`config.mk`:
```
export PLATFORM = sky130hd
export DESIGN_NAME = irq_edge_frontend
export DESIGN_NICKNAME = d
export VERILOG_FILES = /design/src/rtl/irqfe_pkg.sv /design/src/rtl/irqfe_sync.sv /design/src/rtl/irqfe_filter.sv /design/src/rtl/irqfe_out.sv /design/src/rtl/irq_edge_frontend.sv
export SDC_FILE = /design/constraint.sdc
export NUM_CORES = 1
export LEC_CHECK = 0
export BUFFER_PORTS_ARGS = -buffer_cell sky130_fd_sc_hd__buf_2
export CORE_MARGIN = 5
export CORE_UTILIZATION = 63
export CTS_BUF_LIST = sky130_fd_sc_hd__clkbuf_8 sky130_fd_sc_hd__clkbuf_16
export DETAILED_ROUTE_END_ITERATION = 8
export GPL_TIMING_DRIVEN = 0
export MAX_ROUTING_LAYER = met4
export PLACE_DENSITY = 0.93
export SLEW_MARGIN = 20
export SYNTH_ARGS = -nofsm -noshare
export SYNTH_HDL_FRONTEND = slang
export SYNTH_HIERARCHICAL = 1
export SYNTH_SLANG_ARGS = --single-unit
```
`constraint.sdc`:
```
create_clock -name clk -period 4.2 [get_ports clk]
set_input_delay 0.21 -clock clk [delete_from_list [all_inputs] [get_ports clk]]
set_output_delay 0.21 -clock clk [all_outputs]
set_load 0.01 [all_outputs]
```
`src/rtl/irqfe_pkg.sv`:
```
package irqfe_pkg;

    // Per-line noise filter states
    typedef enum logic {
        FLT_STEADY,
        FLT_QUALIFY
    } flt_state_e;

    // Output stage selection
    typedef enum logic [2:0] {
        SEL_OFF_LOW,
        SEL_OFF_HIGH,
        SEL_RAW,
        SEL_FILTERED,
        SEL_EDGE
    } out_sel_e;

endpackage

```
`src/rtl/irqfe_sync.sv`:
```
module irqfe_sync #(
    parameter int W      = 24,
    parameter int STAGES = 2
) (
    input  logic         clk,
    input  logic         rst_n,
    input  logic [W-1:0] d,
    output logic [W-1:0] q
);

    logic [W-1:0] chain [STAGES];

    generate
        if (STAGES == 1) begin : g_single
            always_ff @(posedge clk or negedge rst_n) begin
                if (!rst_n) chain[0] <= '0;
                else        chain[0] <= d;
            end
        end else begin : g_multi
            always_ff @(posedge clk or negedge rst_n) begin
                if (!rst_n) begin
                    for (int k = 0; k < STAGES; k++) chain[k] <= '0;
                end else begin
                    chain[0] <= d;
                    for (int k = 1; k < STAGES; k++) chain[k] <= chain[k-1];
                end
            end
        end
    endgenerate

    assign q = chain[STAGES-1];

endmodule

```
`src/rtl/irqfe_filter.sv`:
```
module irqfe_filter
    import irqfe_pkg::*;
#(
    parameter int CNT_W = 8
) (
    input  logic             clk,
    input  logic             rst_n,
    input  logic             smp,
    input  logic [CNT_W-1:0] period,
    output logic             level,
    output logic             flip
);

    localparam logic [CNT_W:0] ONE_W = (CNT_W+1)'(1);

    flt_state_e       st_q, st_d;
    logic [CNT_W-1:0] cnt_q, cnt_d;
    logic [CNT_W-1:0] lim_q, lim_d;
    logic             acc_q, acc_d;
    logic             flip_q;
    logic [CNT_W:0]   cnt_inc;

    assign cnt_inc = {1'b0, cnt_q} + ONE_W;

    // Next-state logic
    always_comb begin
        st_d  = st_q;
        cnt_d = cnt_q;
        lim_d = lim_q;
        acc_d = acc_q;
        unique case (st_q)
            FLT_STEADY: begin
                if (smp != acc_q) begin
                    lim_d = period;
                    if (period <= CNT_W'(1)) begin
                        acc_d = smp;
                    end else begin
                        st_d  = FLT_QUALIFY;
                        cnt_d = CNT_W'(1);
                    end
                end
            end
            FLT_QUALIFY: begin
                if (smp == acc_q) begin
                    st_d = FLT_STEADY;
                end else if (cnt_inc >= {1'b0, lim_q}) begin
                    acc_d = smp;
                    st_d  = FLT_STEADY;
                end else begin
                    cnt_d = cnt_inc[CNT_W-1:0];
                end
            end
            default: st_d = FLT_STEADY;
        endcase
    end

    // State register
    always_ff @(posedge clk or negedge rst_n) begin
        if (!rst_n) begin
            st_q   <= FLT_STEADY;
            cnt_q  <= '0;
            lim_q  <= '0;
            acc_q  <= 1'b0;
            flip_q <= 1'b0;
        end else begin
            st_q   <= st_d;
            cnt_q  <= cnt_d;
            lim_q  <= lim_d;
            acc_q  <= acc_d;
            flip_q <= (acc_d != acc_q);
        end
    end

    // Outputs
    always_comb begin
        level = acc_q;
        flip  = flip_q;
    end

    // the accepted level only ever takes a value the input presented
    a_r3_accept_from_input: assert property (@(posedge clk) disable iff (!rst_n)
        (acc_q != $past(acc_q)) |-> (acc_q == $past(smp)));

    // qualification count stays under its latched limit
    a_r4_count_bounded: assert property (@(posedge clk) disable iff (!rst_n)
        (st_q == FLT_QUALIFY) |-> (cnt_q < lim_q && lim_q > CNT_W'(1)));

    // an excursion that ends early leaves the accepted level untouched
    a_r4_abort_keeps_level: assert property (@(posedge clk) disable iff (!rst_n)
        (st_q == FLT_QUALIFY && smp == acc_q) |=> (st_q == FLT_STEADY && acc_q == $past(acc_q)));

    // a flip marker appears only after a level change
    a_r6_flip_after_change: assert property (@(posedge clk) disable iff (!rst_n)
        (st_q == FLT_STEADY && smp == acc_q) |=> !flip_q);

endmodule

```
`src/rtl/irqfe_out.sv`:
```
module irqfe_out
    import irqfe_pkg::*;
(
    input  logic clk,
    input  logic rst_n,
    input  logic en,
    input  logic both,
    input  logic flt_en,
    input  logic raw,
    input  logic level,
    input  logic flip,
    output logic out
);

    out_sel_e sel;
    logic     out_q;
    logic     primed_q;

    // Mode selection
    always_comb begin
        if (!en)          sel = both ? SEL_OFF_HIGH : SEL_OFF_LOW;
        else if (both)    sel = flt_en ? SEL_EDGE : SEL_OFF_HIGH;
        else if (flt_en)  sel = SEL_FILTERED;
        else              sel = SEL_RAW;
    end

    // Output register
    always_ff @(posedge clk or negedge rst_n) begin
        if (!rst_n) begin
            out_q    <= 1'b0;
            primed_q <= 1'b0;
        end else begin
            primed_q <= 1'b1;
            unique case (sel)
                SEL_OFF_LOW:  out_q <= 1'b0;
                SEL_OFF_HIGH: out_q <= 1'b1;
                SEL_RAW:      out_q <= raw;
                SEL_FILTERED: out_q <= level;
                SEL_EDGE:     out_q <= ~flip;
                default:      out_q <= 1'b0;
            endcase
        end
    end

    assign out = out_q;

    // masked line sits at the inactive level of its mode
    a_r8_masked_idle: assert property (@(posedge clk) disable iff (!rst_n)
        (primed_q && $past(!en)) |-> (out_q == $past(both)));

    // both-edge without filter never pulses
    a_r7_no_unfiltered_edge: assert property (@(posedge clk) disable iff (!rst_n)
        (primed_q && $past(en && both && !flt_en)) |-> out_q);

    // unfiltered level mode follows the synchronized line
    a_r2_raw_follow: assert property (@(posedge clk) disable iff (!rst_n)
        (primed_q && $past(en && !both && !flt_en)) |-> (out_q == $past(raw)));

    // pulse low exactly when the filter flagged a transition
    a_r6_edge_pulse: assert property (@(posedge clk) disable iff (!rst_n)
        (primed_q && $past(en && both && flt_en)) |-> (out_q == !$past(flip)));

endmodule

```
`src/rtl/irq_edge_frontend.sv`:
```
module irq_edge_frontend #(
    parameter int LINES       = 24,
    parameter int CNT_W       = 8,
    parameter int SYNC_STAGES = 2
) (
    input  logic             clk,
    input  logic             rst_n,
    input  logic [LINES-1:0] line_in,
    input  logic [LINES-1:0] irq_enable,
    input  logic [LINES-1:0] irq_both_edge,
    input  logic [LINES-1:0] irq_filter_en,
    input  logic [CNT_W-1:0] filter_period,
    output logic [LINES-1:0] irq_out
);

    localparam int SYNC_W = LINES;

    logic [SYNC_W-1:0] synced;
    logic [LINES-1:0]  flt_level;
    logic [LINES-1:0]  flt_flip;

    irqfe_sync #(
        .W      (SYNC_W),
        .STAGES (SYNC_STAGES)
    ) u_sync (
        .clk   (clk),
        .rst_n (rst_n),
        .d     (line_in),
        .q     (synced)
    );

    generate
        for (genvar i = 0; i < LINES; i++) begin : g_line
            irqfe_filter #(
                .CNT_W (CNT_W)
            ) u_filter (
                .clk    (clk),
                .rst_n  (rst_n),
                .smp    (synced[i]),
                .period (filter_period),
                .level  (flt_level[i]),
                .flip   (flt_flip[i])
            );

            irqfe_out u_out (
                .clk    (clk),
                .rst_n  (rst_n),
                .en     (irq_enable[i]),
                .both   (irq_both_edge[i]),
                .flt_en (irq_filter_en[i]),
                .raw    (synced[i]),
                .level  (flt_level[i]),
                .flip   (flt_flip[i]),
                .out    (irq_out[i])
            );
        end
    endgenerate

endmodule

```
[Word-level counts from Yosys, hierarchy flattened]
Index checks and enable logic that the tools add are counted.
Operators by class
  add/sub/neg operators: 24
  eq/ne operators: 264
  bitwise operators: 48
  magnitude comparators: 25
  multiplexer cells: 458
  reductions and logical operators: 48
Operators by type and width (number)
  8-bit two-way mux: 73
  8-bit case mux with 2 select lines: 24
  1-bit two-way mux: 217
  8-bit by 1-bit adder with 9-bit output, second input constant: 24
  9-bit by 8-bit >= comparator with 1-bit output: 24
  3-bit two-way mux: 72
  3-bit by 2-bit == test with 1-bit output, second input constant: 48
  2-bit != test, second input constant: 72
  1-bit case mux with 2 select lines: 48
  1-bit case mux with 4 select lines: 24
  4-bit AND reduction: 24
  3-bit by 1-bit == test with 1-bit output, second input constant: 24
  3-bit == test, second input constant: 24
  1-bit != test: 48
  2-bit by 1-bit != test with 1-bit output, second input constant: 24
  1-bit NOT: 48
  2-bit AND reduction: 24
  1-bit == test: 24
  8-bit by 1-bit <= comparator with 1-bit output, second input constant: 1
Word-level totals
  input port bits: 106
  output and inout port bits: 24
  register bits after elaboration: 528
  logic and storage cells: 1013

[Longest topological paths before layout]
  depth in word-level cells: 6
  gate-level depth with buffers: 12
  gate-level depth less buffers: 10

[Hierarchy]
The synthesis kept the hierarchy.
Modules (own cells, without submodules)
  irqfe_filter at g_line[0].u_filter ...: instances 23, sequential area each 475.5 um^2, cells an instance 141, area each 1287.5 um^2
  irqfe_out: instances 24, sequential area each 25.0 um^2, cells an instance 9, area each 82.6 um^2
  irqfe_sync: instances 1, sequential area each 1201.2 um^2, cells an instance 72, area each 1381.3 um^2
  irqfe_filter at g_line[9].u_filter: instances 1, sequential area each 475.5 um^2, cells an instance 138, area each 1263.7 um^2

[Least setup slack after synthesis]
Ideal clock, no wire load.
  path kind: reg-to-reg
  from: register g_line[0].u_filter.cnt_q[0]
  to: register g_line[0].u_filter.cnt_q[6]
  stages on the path, launching flop included: 12
  library setup time: 0.124 ns
  period minus slack after synthesis: 3.003 ns
  data arrival time: 2.879 ns
  path buffers: 1
  slack: 1.197 ns
  data required time: 4.076 ns
  cells stage by stage: dfrtp_1 > ha_1 > and3_1 > nand3_1 > xnor2_1 > ha_1 > and3_4 > nor2b_4 > or4_1 > buf_2 > o311a_1 > a211o_1
Between the ends
  longest elaborated chain between the ends: 4
  elaborated cells on any way between the ends: 7
  those cells by class: add/sub: 1; order compare: 1; eq/ne: 1; mux: 3; reduce/logical: 1
RTL lines
  start: declaration: line irqfe_filter.sv:17  | logic [CNT_W-1:0] cnt_q, cnt_d;
  start signal: assignment: line irqfe_filter.sv:67  | cnt_q <= cnt_d;
  8-bit by 1-bit adder with 9-bit output (*): line irqfe_filter.sv:23  | assign cnt_inc = {1'b0, cnt_q} + ONE_W;
  9-bit by 8-bit >= comparator with 1-bit output or 8-bit two-way mux (tied branches): line irqfe_filter.sv:46  | end else if (cnt_inc >= {1'b0, lim_q}) begin
  2-bit != test (no line) or 8-bit two-way mux (tied branches)
  4-bit AND reduction (no line) or 8-bit case mux with 2 select lines (tied branches)
Mark *: on every way between the ends. The rest lies on a longest branch, timed or not. The select of a mux whose other input is x is not followed.
A chain may end at the register's enable or synchronous reset.

[Worst setup path in the final report]
  from: register g_line[11].u_filter.cnt_q[0]
  to: register g_line[11].u_filter.cnt_q[1]
Between the ends
  longest elaborated chain between the ends: 4
  elaborated cells on any way between the ends: 7
  those cells by class: add/sub: 1; order compare: 1; eq/ne: 1; mux: 3; reduce/logical: 1
RTL lines (line)
  start: declaration: irqfe_filter.sv:17
  start signal: assignment: irqfe_filter.sv:67
  8-bit by 1-bit adder with 9-bit output (*): irqfe_filter.sv:23
  9-bit by 8-bit >= comparator with 1-bit output or 8-bit two-way mux (tied branches): irqfe_filter.sv:46
  2-bit != test (no line) or 8-bit two-way mux (tied branches)
  4-bit AND reduction (no line) or 8-bit case mux with 2 select lines (tied branches)
Marked as above.

==> summary.md <==
| Metric | Value |
|---|---|
| Final net count | 4,296 |
| Core Area | 53,800 um^2 |
| DRT iter0 DRCs | 2,808 |
| Largest cells by area after synthesis | dfrtp_1 39%, ha_1 8.8%, nand2_1 5.5% |
| Synth area leader | dfrtp_1 |
| Final ANT Viol Nets | 0 |
| P_leak | 17.8 nW |
| Outcome | completed |
| PostCTS Resize Cnt | 0 |
| Final Power | 27.6 mW |
| Type of the worst setup path | reg -> reg |
| #FFs+latches synth | 528 |
| Post-detailed-route wirelength per cell | 18.0 um |
| Relative slew slack | 37.6% |
| Fin crit share | 86.8% |
| Largest net degree at the start of global routing | 98 |
| Global router's overall resource usage | 28.7% |
| Grt total ovfl | 0 |
| Vias | 29,900 |
| Vias in the first global route | 29,300 |
| Clk buf depth | 3 |
| Area share of the largest cell type after synthesis | 38.6% |
| Commonest cells after routing, fill and taps aside | 528 x dfrtp_1, 501 x nand2_1, 268 x inv_1 |
| Number of unique standard cell types used by synthesis | 59 |
| Share of cells above drive strength 1 | 15.6% |
| Fmax | 274 MHz |
| Fin crit period | 3.64 ns |
| FF-to-FF path depth | 10 |
| TritonRoute pass-1 iters | 6 |
| Antenna violations before repair | 0 |
| Asr flop ratio synth | 100% |
| Core Util, Final | 72.6% |
| Min-Delay Path Depth | 3 |
| Worst-skew pair later-pin latency | 0.62 ns |
| Final setup fails | 0 |
| Clock transition at path regs | 0.06 ns |
| Area delta synth->final | 14.1% |
| Top_reg_cell synth | dfrtp_1 |
| RSZ-0062 raised after global routing | false |
| Synthesized area per cell | 9.33 um^2 |
| Hold crit path type | in -> reg |
| Endpoints failing hold | 0 |
| DRC | 0 |
| Sequential area share after synthesis | 38.6% |
| Vias per cell | 6.36 |
| Die Span X | 243 um |
| Die span in y | 243 um |
| Critical Path End Type | flip-flop |
| Worst vdd ir | 0.444 mV |
| Ports | 130 |
| Port-buffer cells | 129 |
| Aggregate routed wire length | 84,200 um |
| RD Place Congestion | 0.911 |
| Final Skew | 0.0205 ns |
| Most common cell after layout, fill and taps aside | dfrtp_1 |
| Cells after Synth | 3,669 |
| CP required | 4.69 ns |
| Mapped Nets | 4,015 |
| TritonCTS clock tree | done |
| CP Launch Type | flip-flop |
| Rows | 85 |
| Root Driver | clkbuf_16 |
| P per Cell Area | 708 nW/um^2 |
| Ant diodes | 0 |
| Initial core utilization | 63.6% |
| Die area | 59,100 um^2 |
| CTS Sinks | 528 |
| Crit path arrival time | 4.14 ns |
| Crit-path max FO | 10 |
| CTS Buf Count | 59 |
| Max-Cap Viols | 0 |
| Slew @ Worst Pin | 0.929 ns |
| Detail Placement HPWL | 53,800 um |
| Slew Viols, Final | 0 |
| Mapped Area | 34,200 um^2 |
| H-tree depth | 2 |
| Ys Warns | 6 |
| Post-synth EDFFs | 0 |
| Global-route wire length before repair | 142,000 um |
==> flip-flops by register name, summed over array words and instances, names as in the netlist <==
| register | count |
|---|---|
| g_line.u_filter/flip | 24 |
| u_sync/chain | 24 |
| g_line.u_filter/st_q | 24 |
| g_line.u_filter/lim_q | 192 |
| g_line.u_filter/cnt_q | 192 |
| g_line.u_out/out | 24 |
| g_line.u_filter/level | 24 |
| u_sync/q | 24 |
==> synth_stat cells (25+ instances only) <==
| cell | instances |
|---|---|
| o211ai_1 | 49 |
| xor2_1 | 50 |
| dfrtp_1 | 528 |
| inv_1 | 263 |
| and2_1 | 25 |
| nor2_1 | 77 |
| nor3_1 | 119 |
| nand3_1 | 188 |
| a41oi_1 | 25 |
| buf_2 | 47 |
| a21oi_1 | 124 |
| nand4_1 | 116 |
| xnor2_1 | 118 |
| clkbuf_1 | 72 |
| buf_6 | 70 |
| and3_4 | 25 |
| o311ai_0 | 46 |
| a211o_1 | 25 |
| nand2_1 | 501 |
| ha_1 | 240 |
| o311ai_1 | 46 |
| o21ai_0 | 217 |
| nor4_1 | 48 |
| and4_1 | 46 |
| a21o_1 | 25 |
==> final timing paths <==
check                                             start                      endpoint  slack [ns]
setup / recovery           g_line[11].u_filter/cnt_q[0]  g_line[11].u_filter/cnt_q[1]        0.56
hold / removal                         filter_period[5]   g_line[0].u_filter/lim_q[5]        0.05
setup reg to reg           g_line[11].u_filter/cnt_q[0]  g_line[11].u_filter/cnt_q[1]        0.56
hold reg to reg                        u_sync/chain[33]                   u_sync/q[9]        0.33
max in group asynchronous                         rst_n      g_line[19].u_filter/st_q        2.48
min in group asynchronous                         rst_n           g_line[6].u_out/out        0.07
==> critical path, stage by stage (launching register included) <==
cell     delay, ns
dfrtp_1       0.42
ha_1          0.36
and3_1        0.26
nand3_1       0.18
xnor2_1       0.29
ha_1          0.31
and3_4        0.20
nor2b_4       0.13
nor4_2        0.74
nand2_1       0.22
a311o_1       0.40
==> power breakdown <==
part / switching [mW] / internal (mW) / total [mW] / leakage (nW)
sequential: 1.34 / 6.96 / 8.30 / 6.63
clock: 2.17 / 3.47 / 5.64 / 1.07
combinational: 8.19 / 5.52 / 13.7 / 10.1
total: 11.7 / 15.9 / 27.6 / 17.8
==> area by class of cell <==
| cell class | instances | area (um^2) |
|---|---|---|
| multi-input combinational | 2665 | 18600 |
| buffer | 213 | 1470 |
| sequential | 528 | 13200 |
| clock buffer | 78 | 1760 |
| fill | 3696 | 14800 |
| inverter | 263 | 987 |
| timing repair buffer | 220 | 1800 |
| tap | 696 | 871 |
| clock inverter | 29 | 382 |
==> kinds of logic after synthesis <==
group,share of synthesized area (%)
adders and majority gates,8.77
muxes,1.49
buffers and inverters,7.19
AOI/OAI and AO/OA,15.8
xor gates and xnor gates,4.30
and+or+nand+nor,23.9
DFF,38.6
==> through the flow <==
step,instances,setup TNS (ns),instance area [um^2],worst slack (ns),hold WS [ns]
after detailed placement,4507,0,36100,0.768,0.118
after global routing,4692,0,39100,0.352,0.0529
final,4692,0,39100,0.555,0.0459
after floorplan,3669,0,34200,1.20,-0.0856
after global placement,4494,-4136.07,35800,-7.94,0.318
after CTS,4692,0,39100,0.710,0.0105
==> layer usage <==
metal	vias to the layer above	global-route usage [%]	share of wire (%)	wire length (um)
met4	0	10.9	3.9	3320
met2	1232	46.5	48	40700
met1	14300	36.7	41	34600
li1	14000	-	-	-
met5	-	-	0	0
met3	325	4.36	6.6	5600
==> repair_timing <==
item | in CTS | in global routing
setup buffers | 0 | 0
hold buffers | 78 | 0
hold endpoints to repair | 328 | 0
Power figures use the tool's default switching activity.
